==> config.mk <==
export PLATFORM = sky130hd
export DESIGN_NAME = pulse_capture_timer
export DESIGN_NICKNAME = d
export VERILOG_FILES = /design/src/rtl/capt_pkg.sv /design/src/rtl/capt_edge_sync.sv /design/src/rtl/capt_counter.sv /design/src/rtl/capt_status.sv /design/src/rtl/pulse_capture_timer.sv
export SDC_FILE = /design/constraint.sdc
export NUM_CORES = 1
export LEC_CHECK = 0
export ABC_AREA = 0
export BUFFER_PORTS_ARGS = -buffer_cell sky130_fd_sc_hd__buf_4
export CAP_MARGIN = 40
export CORE_UTILIZATION = 33
export DETAILED_ROUTE_END_ITERATION = 6
export SYNTH_ARGS = -nofsm -noshare
export SYNTH_HDL_FRONTEND = slang
export SYNTH_SLANG_ARGS = --single-unit
==> constraint.sdc <==
create_clock -name clk -period 3.4 [get_ports clk]
set_input_delay 0.68 -clock clk [delete_from_list [all_inputs] [get_ports clk]]
set_output_delay 0.68 -clock clk [all_outputs]
set_load 0.01 [all_outputs]
==> src/rtl/capt_pkg.sv <==
package capt_pkg;

    // Counter behaviour on a capture event
    typedef enum logic {
        MODE_RESTART = 1'b0,
        MODE_FREERUN = 1'b1
    } cap_mode_e;

    // Processor-visible status flags
    typedef struct packed {
        logic irq;
        logic overrun;
        logic overflow;
    } cap_flags_t;

    localparam cap_flags_t FLAGS_IDLE = '{irq: 1'b0, overrun: 1'b0, overflow: 1'b0};

    // Next state of a set/clear flag: set has priority over clear
    function automatic logic set_wins(input logic cur, input logic set, input logic clr);
        return set ? 1'b1 : (clr ? 1'b0 : cur);
    endfunction

endpackage

==> src/rtl/capt_edge_sync.sv <==
module capt_edge_sync #(
    parameter int STAGES = 2
) (
    input  logic clk,
    input  logic rst,
    input  logic pin,
    output logic stb
);
    localparam int LAST = STAGES - 1;

    logic [LAST:0] chain;
    logic          prev;

    always_ff @(posedge clk) begin
        if (rst) begin
            chain <= '0;
            prev  <= 1'b0;
        end else begin
            chain <= {chain[LAST-1:0], pin};
            prev  <= chain[LAST];
        end
    end

    assign stb = chain[LAST] & ~prev;
endmodule

==> src/rtl/capt_counter.sv <==
module capt_counter #(
    parameter int CNT_W = 8
) (
    input  logic             clk,
    input  logic             rst,
    input  logic             tick,
    input  logic             restart,
    output logic [CNT_W-1:0] cnt,
    output logic             wrap
);
    localparam logic [CNT_W-1:0] CNT_MAX = '1;

    assign wrap = tick && !restart && (cnt == CNT_MAX);

    always_ff @(posedge clk) begin
        if (rst)          cnt <= '0;
        else if (restart) cnt <= '0;
        else if (tick)    cnt <= cnt + 1'b1;
    end
endmodule

==> src/rtl/capt_status.sv <==
module capt_status
    import capt_pkg::*;
#(
    parameter int CNT_W = 8
) (
    input  logic             clk,
    input  logic             rst,
    input  logic             stb,
    input  logic [CNT_W-1:0] cnt,
    input  logic             wrap,
    input  logic             irq_clr,
    input  logic             ovf_clr,
    output logic [CNT_W-1:0] cap_q,
    output cap_flags_t       flags
);
    always_ff @(posedge clk) begin
        if (rst) begin
            cap_q <= '0;
            flags <= FLAGS_IDLE;
        end else begin
            if (stb) cap_q <= cnt;
            flags.irq      <= set_wins(flags.irq, stb, irq_clr);
            flags.overrun  <= set_wins(flags.overrun, stb && flags.irq, irq_clr);
            flags.overflow <= set_wins(flags.overflow, wrap, ovf_clr);
        end
    end
endmodule

==> src/rtl/pulse_capture_timer.sv <==
module pulse_capture_timer
    import capt_pkg::*;
#(
    parameter int CNT_W       = 8,
    parameter int SYNC_STAGES = 2
) (
    input  logic             clk,
    input  logic             rst,
    input  logic             tick_en,
    input  logic             cap_pin,
    input  logic             mode_free,
    input  logic             irq_clr,
    input  logic             ovf_clr,
    output logic [CNT_W-1:0] count,
    output logic [CNT_W-1:0] cap_value,
    output logic             irq,
    output logic             overrun,
    output logic             overflow
);
    cap_mode_e  mode;
    cap_flags_t flags;
    logic       cap_stb;
    logic       restart;
    logic       wrap;

    assign mode    = cap_mode_e'(mode_free);
    assign restart = cap_stb && (mode == MODE_RESTART);

    capt_edge_sync #(.STAGES(SYNC_STAGES)) u_sync (
        .clk (clk),
        .rst (rst),
        .pin (cap_pin),
        .stb (cap_stb)
    );

    capt_counter #(.CNT_W(CNT_W)) u_cnt (
        .clk     (clk),
        .rst     (rst),
        .tick    (tick_en),
        .restart (restart),
        .cnt     (count),
        .wrap    (wrap)
    );

    capt_status #(.CNT_W(CNT_W)) u_stat (
        .clk     (clk),
        .rst     (rst),
        .stb     (cap_stb),
        .cnt     (count),
        .wrap    (wrap),
        .irq_clr (irq_clr),
        .ovf_clr (ovf_clr),
        .cap_q   (cap_value),
        .flags   (flags)
    );

    assign irq      = flags.irq;
    assign overrun  = flags.overrun;
    assign overflow = flags.overflow;
endmodule

* Word level (Yosys, flattened, before mapping)
Cells that the tools add are included.
Cells by class: add/subtract/negate cells 1, eq/ne operators 1, mux-type cells 5, bitwise operators 3, reductions and logical operators 9
Operators by type and width (number):
- $add 8x1->8 const B | 1
- $eq 8x8->1 const B | 1
- $reduce_bool 2->1 | 3
- $mux 1 | 5
- $logic_and 1x1->1 | 4
- $not 1->1 | 2
- $reduce_or 2->1 | 1
- $and 1x1->1 | 1
- $logic_not 1->1 | 1
Word-level totals: bits in registers 22, input port bits 7, output and inout port bits 19, logic and storage cells 26

* Depth between registers and ports, before layout
Gate-level depths: netlist of run 1.
depth after elaboration 7, depth in mapped cells 4, mapped depth without buffers 4

* Modules after synthesis
A second synthesis of run 1 with hierarchy kept.
Second synthesis, totals: cell total of the unflattened synthesis 86, area, all modules 857.1 um2
Modules (own cells, without submodules):
- capt_status | instances 1, cells each 38, area each 391.6 um2, seq. area each 220.2 um2
- capt_counter | instances 1, cells each 40, area each 364.1 um2, seq. area each 160.2 um2
- capt_edge_sync | instances 1, cells each 7, area each 87.6 um2, seq. area each 60.1 um2
- pulse_capture_timer | instances 1, cells each 1, area each 13.8 um2, seq. area each 0.0 um2

* Worst setup path before layout of run 1
No wires, ideal clock.
kind in2reg, from in tick_en, to reg u_cnt.cnt[7], setup time 67 ps, arrival time 1441 ps, required time 3333 ps, path slack 1893 ps, cell stages on the path 3, path buffers 0, path through nand4_2 -> or4_4 -> a21oi_2
RTL lines:
- from (decl) | RTL line pulse_capture_timer.sv:9 | input logic tick_en,
- to (signal assigned) | RTL line capt_counter.sv:18 | else if (tick) cnt <= cnt + 1'b1;
- to (decl) | RTL line capt_counter.sv:8 | output logic [CNT_W-1:0] cnt,

* Worst setup path in the final report of run 1
from reg u_cnt.cnt[0], to out count[0]
RTL lines:
- to (decl) | RTL line pulse_capture_timer.sv:14 | output logic [CNT_W-1:0] count,
No word-level cell between the ends.

==> parameters.txt, run 1 <==
Parameter                              Value

Run status
  Outcome ... finished clean

Placed design
  Post-placement cell area ... ~1000 um^2
  Placed cell count ... 140
  Dpl ws ... 1.711 ns
  Placer's final routability congestion estimate ... ~0.75
  HPWL after detailed placement ... around 1200 um
  Port-buffer cells ... 25

Power
  Gate power share ... 7.2%
  VDD IR max ... ~0.19 mV
  Clock network power share ... between 20% and 30%
  Sum of internal, switching and leakage power ... 0.4030 mW
  Net switching power figure ... around 0.085 mW
  Switching Share ... between 20% and 30%
  Total internal power ... roughly 0.32 mW
  Power Dens Cells ... 385.7 nW/um^2
  Lkg Pwr ... about 0.43 nW
  Reg power frac ... 66.3%

Detailed routing
  Post-detailed-route count of antenna-violating nets ... 0
  Wire length after detailed routing ... approximately 1500 um
  Iteration-0 DRC count of the detailed router ... 13
  # DRC ... 0
  Detailed-router iteration count before antenna repair ... 4
  Via total after detailed routing ... around 680
  Mean number of vias per cell ... approximately 4.7
  Routed WL per cell ... between 10 and 15 um

Clocking
  Root cell of the clock tree ... sky130_fd_sc_hd__clkbuf_4
  Clk buf depth ... 2
  Max H-tree Level ... 1
  Total number of clock tree sinks ... 22
  Total of hold buffers inserted after clock tree synthesis ... 0
  Setup Buffers After CTS ... 0
  Clock latency on the worst-skew pair ... approximately 0.28 ns
  TritonCTS Buffers ... 3
  Clock tree from TritonCTS ... yes
  Quantity of gates resized following cts ... 0
  CTS clk-pin slew, worst paths ... between 0.1 and 0.15 ns

Die
  DIE WIDTH ... 51.61 um
  Placeable core area ... approximately 2300 um^2
  Die Outline Area ... about 2700 um^2
  Number of top-level pins ... 26
  Effective utilization at floorplan ... between 30% and 40%
  Site row count ... 17
  Floorplan die height ... roughly 52 um

STA
  Hold WS ... 0.4450 ns
  Period minus WS final ... ~1.6 ns
  RSZ-0062 raised after global routing ... no
  Setup Viol. Count Final ... 0
  PnR worst setup slack ... roughly 1.8 ns
  Headroom to the max-slew limit ... 58.93%
  Final Slew Violations ... 0
  Post-route setup TNS ... 0 ns
  Skew final ... around 0.0017 ns
  Post-route clock period utilization ... between 40% and 50%
  Max Clk Rate ... 0.6330 GHz
  Slew @ Worst Pin ... slightly above 0.6 ns
  Final hold violation count ... 0

Finish
  Fraction of the core area covered by cells at the end of the flow ... roughly 46%
  Growth of design area from synthesis to finish ... 28.66%
  Layout cell share with drive strength beyond 1 ... between 20% and 30%
  Post-layout net count ... about 130
  Final antenna diode count ... 0
  Fillers ... between 200 and 250
  Final std cell area, no fill ... 1045 um^2
  Final instance count without filler cells ... 143

Critical path
  CP max stage cell ... sky130_fd_sc_hd__dfxtp_1
  Crit path arrival time ... roughly 0.9 ns
  Buffer and inverter count on the worst path ... 1
  Largest stage delay on the critical path ... around 0.45 ns
  Kind of end point of the critical path ... primary output
  R2r startpoint ... u_cnt.cnt[0]
  Critical path class ... reg -> out
  Worst setup path start ... u_cnt.cnt[0]
  Required time at the endpoint of the critical path ... approximately 2.7 ns
  Stages on worst setup path ... 1
  Kind of start point of the critical path ... register
  Cell depth of the worst flop-to-flop path ... 4
  Highest fanout seen on the critical path ... 5
  Cell-by-cell listing of the critical path ... buf_4
  CP top delay family ... flip-flops

GRT
  Antenna violations before repair ... 0
  Most heavily used metal layer in global routing ... met2
  Maximum number of pins on one net before global-route repair ... 16
  Grt met3 use ... approximately 2.9%
  Wire length of the first global-routing pass ... 2594 um
  Global route total overflow ... 0
  GR Util met2 ... between 20% and 30%
  Number of global-route vias before repair ... 580
  Total global routing track utilization ... 12.90%
  M1 GR Usage ... around 17%

Synth
  Post-synthesis average cell area ... ~9.0 um^2
  Synthesized flop and latch total ... 22
  Post-synthesis sequential area ratio ... between 50 and 60%
  Yosys warns ... 0
  Number of different library cells in the post-synthesis netlist ... 21
  Post-synth EDFFs ... 0
  Gate count after technology mapping ... 90
  Most common library cells after synthesis ... 22 x sky130_fd_sc_hd__dfxtp_1, 22 x sky130_fd_sc_hd__nand2_1, 12 x sky130_fd_sc_hd__a21oi_1
  Mapped Area ... around 810 um^2
  Share of Yosys cell area claimed by the top area cell type ... a little over half
  Async S/R FF share, synth ... 0%
  Dominant cells by area after synthesis ... sky130_fd_sc_hd__dfxtp_1 54%, sky130_fd_sc_hd__nand2_1 10%, sky130_fd_sc_hd__a21oi_1 7.4%, sky130_fd_sc_hd__nor2b_1 3.9%, sky130_fd_sc_hd__nor2_1 3.2%
  Flip-flop cell with the highest count after synthesis ... sky130_fd_sc_hd__dfxtp_1
  Synthesized Nets ... between 90 and 100
  Post-synthesis cell type with the largest combined area ... sky130_fd_sc_hd__dfxtp_1

Run
  Maximum capacitance violations ... 0

Worst hold path
  Tightest Hold Check Type ... reg -> reg
  Hold Crit Depth ... 1
  Hold wc startpoint ... u_sync.chain[0]
## power groups by stage
stage                     combinational (mW)  clock [mW]  sequential (mW)
after floorplan                       0.0135           0            0.274
after global placement                0.0287           0            0.273
after CTS                             0.0298       0.112            0.267
after detailed placement              0.0297           0            0.273
final                                 0.0292       0.106            0.267
after global routing                  0.0325       0.124            0.268
## metal layers
| layer | part of all wire (%) | vias to the layer above | routed length (um) |
|---|---|---|---|
| li1 | - | 354 | - |
| met1 | 49 | 308 | 741 |
| met2 | 46 | 12 | 707 |
| met3 | 4.1 | 2 | 62 |
| met4 | 0.66 | 0 | 10 |
| met5 | 0 | - | 0 |
## layout by cell type, fill, tap and decap left out, types with 2 or more instances in the layout
master / netlist / layout
sky130_fd_sc_hd__xor2_1: 3 / 3
sky130_fd_sc_hd__o21ai_0: 2 / 2
sky130_fd_sc_hd__buf_4: 0 / 25
sky130_fd_sc_hd__clkbuf_4: 0 / 3
sky130_fd_sc_hd__nand2_1: 22 / 22
sky130_fd_sc_hd__nor2_1: 7 / 7
sky130_fd_sc_hd__a21oi_1: 12 / 12
sky130_fd_sc_hd__nor2b_1: 5 / 5
sky130_fd_sc_hd__or3_1: 2 / 2
sky130_fd_sc_hd__dfxtp_1: 22 / 22
sky130_fd_sc_hd__nand2b_1: 2 / 2
## area by class of cell
| cell class | count | area [um^2] | area share [%] |
|---|---|---|---|
| Clock buffer | 3 | 22.52 | 2.156 |
| Sequential cell | 22 | 440.4 | 42.16 |
| Multi-Input combinational cell | 65 | 359.1 | 34.37 |
| Timing Repair Buffer | 25 | 187.7 | 17.96 |
| Tap cell | 28 | 35.03 | 3.353 |
## path summary, 6_finish.rpt
kind,slack (ns),endpoint
max,1.82,count[0]
min,0.45,u_sync.chain[1]
min reg2reg,0.45,u_sync.chain[1]
max reg2reg,2.00,u_cnt.cnt[6]
## logic make-up after synthesis
logic type                 share of synthesized area (%)
AOI/OAI and AO/OA                                  13.10
DFF                                                54.24
and+or+nand+nor                                    24.04
buffers and inverters                              1.541
xor gates and xnor gates                           4.315
muxes                                              1.233
adders and majority gates                          1.541
## registers in the layout, indices dropped and copies added, names as in the netlist
signal	flops
u_cnt.cnt	8
u_stat.cap_q	8
u_stat.flags	3
u_sync.chain	2
u_sync.prev	1
Power figures use the tool's default switching activity.
==> run 2, diff against run 1 <==
==> constraint.sdc (replaced) <==
create_clock -name clk -period 1.65 [get_ports clk]
set_input_delay 0.33 -clock clk [delete_from_list [all_inputs] [get_ports clk]]
set_output_delay 0.33 -clock clk [all_outputs]
set_load 0.01 [all_outputs]
==> run 2 against run 1 <==
Net effect: global-route usage shrank 0.21 points; first-iteration DRC count shrank 77%; cell count is 2.1% higher; via count down 0.44%; critical path type is now reg -> reg.
==> parameters.txt, run 2 (synthesis gave the netlist of run 1 again) <==
Parameter                              Value

Run status
  Outcome ... finished clean (unchanged)

Critical path
  Largest stage delay on the critical path ... 0.55 ns (was 0.45 ns)
  R2r startpoint ... u_cnt.cnt[0] (unchanged)
  Required time at the endpoint of the critical path ... 1.89 ns (was 2.72 ns)
  Worst setup path start ... u_cnt.cnt[0] (unchanged)
  Highest fanout seen on the critical path ... 5 (unchanged)
  Critical path class ... reg -> reg (was reg -> out)
  Flop2flop setup slack ... 0.27 ns (was 2.00 ns)
  Kind of end point of the critical path ... register (was primary output)
  Cell-by-cell listing of the critical path ... nand4_2 -> or4_4 -> a21oi_2 (was buf_4)
  CP max stage cell ... sky130_fd_sc_hd__or4_4 (was sky130_fd_sc_hd__dfxtp_1)
  Crit path arrival time ... 1.62 ns (was 0.90 ns)
  Kind of start point of the critical path ... register (unchanged)

Finish
  Most frequent standard cell in the layout excluding fill and tap cells ... sky130_fd_sc_hd__buf_4 (unchanged)
  Fraction of the core area covered by cells at the end of the flow ... 47.88% (was 45.90%)
  Fillers ... 230 (was 235)
  Layout cell share with drive strength beyond 1 ... 29.66% (was 27.83%)
  Growth of design area from synthesis to finish ... 34.21% (was 28.66%)
  Most used cells in the layout excluding fill and tap cells ... 27 x sky130_fd_sc_hd__buf_4, 22 x sky130_fd_sc_hd__nand2_1, 22 x sky130_fd_sc_hd__dfxtp_1 (was 25 x sky130_fd_sc_hd__buf_4, 22 x sky130_fd_sc_hd__nand2_1, 22 x sky130_fd_sc_hd__dfxtp_1)
  Final antenna diode count ... 0 (unchanged)
  Largest registers ... u_cnt.cnt x8, u_stat.cap_q x8, u_stat.flags x3 (unchanged)
  Final std cell area, no fill ... 1090 um^2 (was 1045 um^2)
  Post-layout net count ... 127 (was 125)

Die
  Die Outline Area ... 2663 um^2 (unchanged)
  Number of top-level pins ... 26 (unchanged)
  Site row count ... 17 (unchanged)
  DIE WIDTH ... 51.61 um (unchanged)
  Floorplan die height ... 51.61 um (unchanged)
  Placeable core area ... 2276 um^2 (unchanged)
  Effective utilization at floorplan ... 35.68% (unchanged)

Worst hold path
  Hold wc startpoint ... cap_pin (was u_sync.chain[0])
  Tightest Hold Check Type ... in -> reg (was reg -> reg)

Clocking
  Quantity of gates resized following cts ... 0 (unchanged)
  TritonCTS Buffers ... 3 (unchanged)
  CTS clk-pin slew, worst paths ... 0.12 ns (was 0.11 ns)
  Total number of clock tree sinks ... 22 (unchanged)
  Total of hold buffers inserted after clock tree synthesis ... 0 (unchanged)
  Clk buf depth ... 2 (unchanged)
  Root cell of the clock tree ... sky130_fd_sc_hd__clkbuf_4 (unchanged)
  Clock tree from TritonCTS ... yes (unchanged)
  Max H-tree Level ... 1 (unchanged)
  Setup Buffers After CTS ... 0 (unchanged)
  Clock latency on the worst-skew pair ... 0.30 ns (was 0.28 ns)

Placed design
  Port-buffer cells ... 25 (unchanged)
  Placer's final routability congestion estimate ... 0.7631 (was 0.7496)
  Post-placement cell area ... 1037 um^2 (was 1022 um^2)
  Dpl ws ... 0.2803 ns (was 1.711 ns)
  HPWL after detailed placement ... 1115 um (was 1166 um)

STA
  Post-route setup TNS ... 0 ns (unchanged)
  PnR worst setup slack ... 0.2738 ns (was 1.820 ns)
  Max Clk Rate ... ~0.73 GHz
  Slew @ Worst Pin ... 0.4190 ns (was 0.6148 ns)
  Setup Viol. Count Final ... 0 (unchanged)
  Headroom to the max-slew limit ... 72.05% (was 58.93%)
  Final Slew Violations ... 0 (unchanged)
  RSZ-0062 raised after global routing ... no (unchanged)
  Period minus WS final ... ~1.4 ns
  Final hold violation count ... 0 (unchanged)
  Skew final ... 0.006820 ns (was 0.001701 ns)
  Post-route clock period utilization ... between 80% and 90%

GRT
  Total global routing track utilization ... 12.69% (was 12.90%)
  Number of global-route vias before repair ... 562 (was 580)
  Maximum number of pins on one net before global-route repair ... 16 (unchanged)
  Antenna violations before repair ... 0 (unchanged)
  Wire length of the first global-routing pass ... 2525 um (was 2594 um)
  Global route total overflow ... 0 (unchanged)

Detailed routing
  Mean number of vias per cell ... 4.610 (was 4.727)
  Via total after detailed routing ... 673 (was 676)
  Routed WL per cell ... 10.23 um (was 10.64 um)
  Wire length after detailed routing ... 1494 um (was 1522 um)
  # DRC ... 0 (unchanged)
  Detailed-router iteration count before antenna repair ... 3 (was 4)
  Post-detailed-route count of antenna-violating nets ... 0 (unchanged)
  Iteration-0 DRC count of the detailed router ... 3 (was 13)

Run
  Maximum capacitance violations ... 0 (unchanged)

Power
  Lkg Pwr ... 0.4518 nW (was 0.4281 nW)
  Power Dens Cells ... 925.3 nW/um^2 (was 385.7 nW/um^2)
  Sum of internal, switching and leakage power ... 1.008 mW (was 0.4030 mW)
  VDD IR max ... 0.5249 mV (was 0.1902 mV)
[run 2: through the flow]
step,cells,hold slack (ns)
after CTS,146,0.2198
after detailed placement,142,0.4242
after floorplan,90,0.4016
final,146,0.2315
after global routing,146,0.2422
after global placement,142,0.4187
[run 2: worst paths after layout]
kind         cells past startpoint              end
max                              3     u_cnt.cnt[7]
min                              2  u_sync.chain[0]
max reg2reg                      3     u_cnt.cnt[7]
min reg2reg                      1  u_sync.chain[1]
[run 2: metal layers]
| layer | vias up | GRT usage, % | wire, um |
|---|---|---|---|
| met1 | 301 | 16.94 | 746 |
| li1 | 358 | - | - |
| met4 | 0 | 5.405 | 13 |
| met2 | 12 | 19.70 | 675 |
| met5 | - | 0 | 0 |
| met3 | 2 | 2.632 | 58 |
[run 2: power breakdown]
part | switching, mW | internal [mW]
logic | 0.0306 | 0.0318
registers | 0.00988 | 0.541
clock network | 0.150 | 0.245
total | 0.190 | 0.818
[run 2: worst max-delay path: cells and delay by family, from the launching register on]
kind            cells  cell delay [ns]
compound gates      1             0.13
simple gates        2             0.74
flops               1             0.46
[run 2: final cells by class]
class | count | area (um^2) | share of cell area (%)
clock buffer | 3 | 22.52 | 2.067
clock inverter | 1 | 30.03 | 2.755
multi-input combinational | 65 | 359.1 | 32.95
sequential | 22 | 440.4 | 40.41
tap | 28 | 35.03 | 3.215
timing repair buffer | 27 | 202.7 | 18.60
==> run 3, diff against run 2 <==
--- a/config.mk
+++ b/config.mk
@@ -5,7 +5,7 @@
 export SDC_FILE = /design/constraint.sdc
 export NUM_CORES = 1
 export LEC_CHECK = 0
-export ABC_AREA = 0
+export ABC_AREA = 1
 export BUFFER_PORTS_ARGS = -buffer_cell sky130_fd_sc_hd__buf_4
 export CAP_MARGIN = 40
 export CORE_UTILIZATION = 33
==> constraint.sdc (replaced) <==
create_clock -name clk -period 1.4 [get_ports clk]
set_input_delay 0.28 -clock clk [delete_from_list [all_inputs] [get_ports clk]]
set_output_delay 0.28 -clock clk [all_outputs]
set_load 0.01 [all_outputs]
==> run 3 against run 2 <==
Net effect: first-iteration DRC count rose to 3.7 times the previous value; routed wire length rose by 18%; synthesized cell count rose by 21%; sequential power rose by 20%; worst setup slack got worse by 0.16 ns; sequential share of layout area fell by 2.0 points; sequential cell count did not move; worst hold slack got worse by 0.068 ns; clock power rose by 21%; register-to-register slack got worse by 0.03 ns; cell count rose by 15%; critical endpoint is now count[2].
==> parameters.txt, run 3 <==
Parameter                              Value

Run status
  Outcome ... finished clean (unchanged)

Finish
  Fillers ... 264 (was 230)
  Most used cells in the layout excluding fill and tap cells ... 27 x sky130_fd_sc_hd__buf_4, 22 x sky130_fd_sc_hd__dfxtp_1, 15 x sky130_fd_sc_hd__nand2_1, 15 x sky130_fd_sc_hd__nor2_1 (was 27 x sky130_fd_sc_hd__buf_4, 22 x sky130_fd_sc_hd__nand2_1, 22 x sky130_fd_sc_hd__dfxtp_1)
  Layout cell share with drive strength beyond 1 ... 28.26% (was 29.66%)
  Post-layout net count ... 147 (was 127)
  Area taken by flip-flops and latches ... 440.4 um^2 (unchanged)
  Area occupied by multi-input gates ... 354.1 um^2 (was 359.1 um^2)
  Most frequent standard cell in the layout excluding fill and tap cells ... sky130_fd_sc_hd__buf_4 (unchanged)
  Largest registers ... u_cnt.cnt x8, u_stat.cap_q x8, u_stat.flags x3 (unchanged)
  Growth of design area from synthesis to finish ... 32.71% (was 34.21%)
  Final antenna diode count ... 0 (unchanged)

Placed design
  HPWL after detailed placement ... 1296 um (was 1115 um)
  Placer's final routability congestion estimate ... 0.7351 (was 0.7631)
  Port-buffer cells ... 25 (unchanged)

Synth
  Async S/R FF share, synth ... 0% (unchanged)
  Post-synthesis cell type with the largest combined area ... sky130_fd_sc_hd__dfxtp_1 (unchanged)
  Gate count after technology mapping ... 109 (was 90)
  Yosys warns ... 0 (unchanged)
  Mapped Area ... 864.6 um^2 (was 812.0 um^2)
  Most common library cells after synthesis ... 22 x sky130_fd_sc_hd__dfxtp_1, 15 x sky130_fd_sc_hd__nand2_1, 15 x sky130_fd_sc_hd__nor2_1 (was 22 x sky130_fd_sc_hd__dfxtp_1, 22 x sky130_fd_sc_hd__nand2_1, 12 x sky130_fd_sc_hd__a21oi_1)
  Flip-flop cell with the highest count after synthesis ... sky130_fd_sc_hd__dfxtp_1 (unchanged)
  Share of Yosys cell area claimed by the top area cell type ... 50.94% (was 54.24%)
  Dominant cells by area after synthesis ... sky130_fd_sc_hd__dfxtp_1 51%, sky130_fd_sc_hd__a21oi_1 7.5%, sky130_fd_sc_hd__nand2_1 6.5%, sky130_fd_sc_hd__nor2_1 6.5%, sky130_fd_sc_hd__inv_1 5.6% (was sky130_fd_sc_hd__dfxtp_1 54%, sky130_fd_sc_hd__nand2_1 10%, sky130_fd_sc_hd__a21oi_1 7.4%, sky130_fd_sc_hd__nor2b_1 3.9%, sky130_fd_sc_hd__nor2_1 3.2%)
  Post-synthesis sequential area ratio ... 50.94% (was 54.24%)
  Post-synthesis average cell area ... 7.932 um^2 (was 9.023 um^2)
  Post-synth EDFFs ... 0 (unchanged)
  Most instantiated library cell after synthesis ... sky130_fd_sc_hd__dfxtp_1
  Synthesized Nets ... 117 (was 98)
  Number of different library cells in the post-synthesis netlist ... 20 (was 21)
  Synthesized flop and latch total ... 22 (unchanged)

Power
  Net switching power figure ... 0.2582 mW (was 0.1904 mW)
  Reg power frac ... 53.1% (was 54.6%)
  Clock network power share ... 38.6% (was 39.2%)
  Total internal power ... 0.9852 mW (was 0.8180 mW)
  Switching Share ... 20.77% (was 18.89%)
  Gate power share ... 8.3% (was 6.2%)
  Power Dens Cells ... 1084 nW/um^2 (was 925.3 nW/um^2)
  VDD IR max ... 1.198 mV (was 0.5249 mV)
  Lkg Pwr ... 0.5414 nW (was 0.4518 nW)
  Sum of internal, switching and leakage power ... 1.243 mW (was 1.008 mW)

GRT
  Number of global-route vias before repair ... 688 (was 562)
  Antenna violations before repair ... 0 (unchanged)
  Wire length of the first global-routing pass ... 2939 um (was 2525 um)
  Maximum number of pins on one net before global-route repair ... 14 (was 16)
  Total global routing track utilization ... 14.38% (was 12.69%)
  Global route total overflow ... 0 (unchanged)

Run
  Maximum capacitance violations ... 0 (unchanged)

Critical path
  Kind of start point of the critical path ... register (unchanged)
  Crit path arrival time ... 1.00 ns (was 1.62 ns)
  Kind of end point of the critical path ... primary output (was register)
  Buffer and inverter count on the worst path ... 1 (was 0)
  Stages on worst setup path ... 1 (was 3)
  Cell-by-cell listing of the critical path ... buf_4 (was nand4_2 -> or4_4 -> a21oi_2)
  Largest stage delay on the critical path ... 0.52 ns (was 0.55 ns)
  Required time at the endpoint of the critical path ... 1.12 ns (was 1.89 ns)
  CP top delay family ... flip-flops (was simple AND/OR/NAND/NOR gates)
  Highest fanout seen on the critical path ... 5 (unchanged)
  Critical path class ... reg -> out (was reg -> reg)
  CP max stage cell ... sky130_fd_sc_hd__dfxtp_1 (was sky130_fd_sc_hd__or4_4)
  Cell depth of the worst flop-to-flop path ... 5 (was 3)

STA
  Post-route setup TNS ... 0 ns (unchanged)
  Max Clk Rate ... roughly 0.78 GHz
  Setup Viol. Count Final ... 0 (unchanged)
  Final Slew Violations ... 0 (unchanged)
  Slew @ Worst Pin ... 0.2996 ns (was 0.4190 ns)
  Headroom to the max-slew limit ... 80.00% (was 72.05%)
  Skew final ... 0.005474 ns (was 0.006820 ns)
  Final hold violation count ... 0 (unchanged)
  RSZ-0062 raised after global routing ... no (unchanged)
  Period minus WS final ... around 1.3 ns
  Post-route clock period utilization ... about nine tenths

Clocking
  Max H-tree Level ... 1 (unchanged)
  Clock latency on the worst-skew pair ... 0.30 ns (about the same)
  CTS clk-pin slew, worst paths ... 0.12 ns (about the same)
  Clock tree from TritonCTS ... yes (unchanged)
  Setup Buffers After CTS ... 0 (unchanged)
  Quantity of gates resized following cts ... 0 (unchanged)
  Total of hold buffers inserted after clock tree synthesis ... 0 (unchanged)
  Root cell of the clock tree ... sky130_fd_sc_hd__clkbuf_4 (unchanged)
  Clk buf depth ... 2 (unchanged)
  Total number of clock tree sinks ... 22 (unchanged)
  TritonCTS Buffers ... 3 (unchanged)

Detailed routing
  Mean number of vias per cell ... 4.560 (was 4.610)
  Via total after detailed routing ... 766 (was 673)
  Iteration-0 DRC count of the detailed router ... 11 (was 3)
  Detailed-router iteration count before antenna repair ... 4 (was 3)
  Routed WL per cell ... 10.48 um (was 10.23 um)
  Wire length after detailed routing ... 1761 um (was 1494 um)
  Post-detailed-route count of antenna-violating nets ... 0 (unchanged)
  # DRC ... 0 (unchanged)

Worst hold path
  Tightest Hold Check Type ... in -> reg (unchanged)
  Hold Crit Depth ... 2 (unchanged)

Die
  DIE WIDTH ... 53.19 um (was 51.61 um)
  Number of top-level pins ... 26 (unchanged)
  Site row count ... 18 (was 17)
  Die Outline Area ... 2829 um^2 (was 2663 um^2)
  Floorplan die height ... 53.19 um (was 51.61 um)
  Effective utilization at floorplan ... 34.90% (was 35.68%)
  Placeable core area ... 2477 um^2 (was 2276 um^2)
run 3: path summary, 6_finish.rpt:
kind | end | slack (ns) | startpoint
setup / recovery | count[2] | 0.12 | u_cnt.cnt[2]
hold / removal | u_stat.flags[1] | 0.16 | rst
setup reg to reg | u_cnt.cnt[4] | 0.24 | u_cnt.cnt[0]
hold reg to reg | u_sync.chain[1] | 0.42 | u_sync.chain[0]
run 3: layer usage:
layer	vias to the layer above	global-route usage (%)	wire length [um]
li1	406	-	-
met1	340	18.37	843
met2	18	22.36	795
met3	2	5.460	105
met4	0	3.947	16
met5	-	0	0
run 3: power groups by stage:
stage | Combinational, mW | Sequential [mW] | Clock, mW
after floorplan | 0.0426 | 0.681 | 0
after global placement | 0.104 | 0.673 | 0
after detailed placement | 0.104 | 0.675 | 0
after CTS | 0.105 | 0.661 | 0.499
after global routing | 0.117 | 0.663 | 0.522
final | 0.103 | 0.661 | 0.479
run 3: worst register-to-register path, delay by kind of cell (launching register included):
kind | cells | cell delay, ns
and+or+nand+nor | 4 | 0.47
DFF | 1 | 0.44
adders and majority gates | 1 | 0.19
run 3: kinds of logic after synthesis:
| family | share of synthesized area (%) |
|---|---|
| XOR/XNOR | 1.013 |
| AO/OA/AOI/OAI | 13.31 |
| adder cells (fa/ha/maj) | 1.447 |
| buffers and inverters | 8.105 |
| AND/OR/NAND/NOR | 25.18 |
| flip-flops | 50.94 |
run 3: area by class of cell:
cell class / instances / share of cell area, %
multi-input cells: 69 / 30.86
clock inverters: 1 / 2.617
well taps: 30 / 3.272
repair buffers: 27 / 17.67
clock buffers: 3 / 1.963
flip-flops and latches: 22 / 38.39
inverters: 16 / 5.234
run 3: per-stage QoR:
step	setup WS, ns	hold slack (ns)	util, %	instance area, um^2	std cells
after floorplan	0.2835	0.3491	-	864.6	109
after global placement	0.2901	0.3934	44.19	1095	164
after detailed placement	0.2553	0.4030	44.19	1095	164
after CTS	0.09614	0.1543	46.31	1147	168
after global routing	0.05073	0.1467	46.31	1147	168
final	0.1179	0.1638	46.31	1147	168
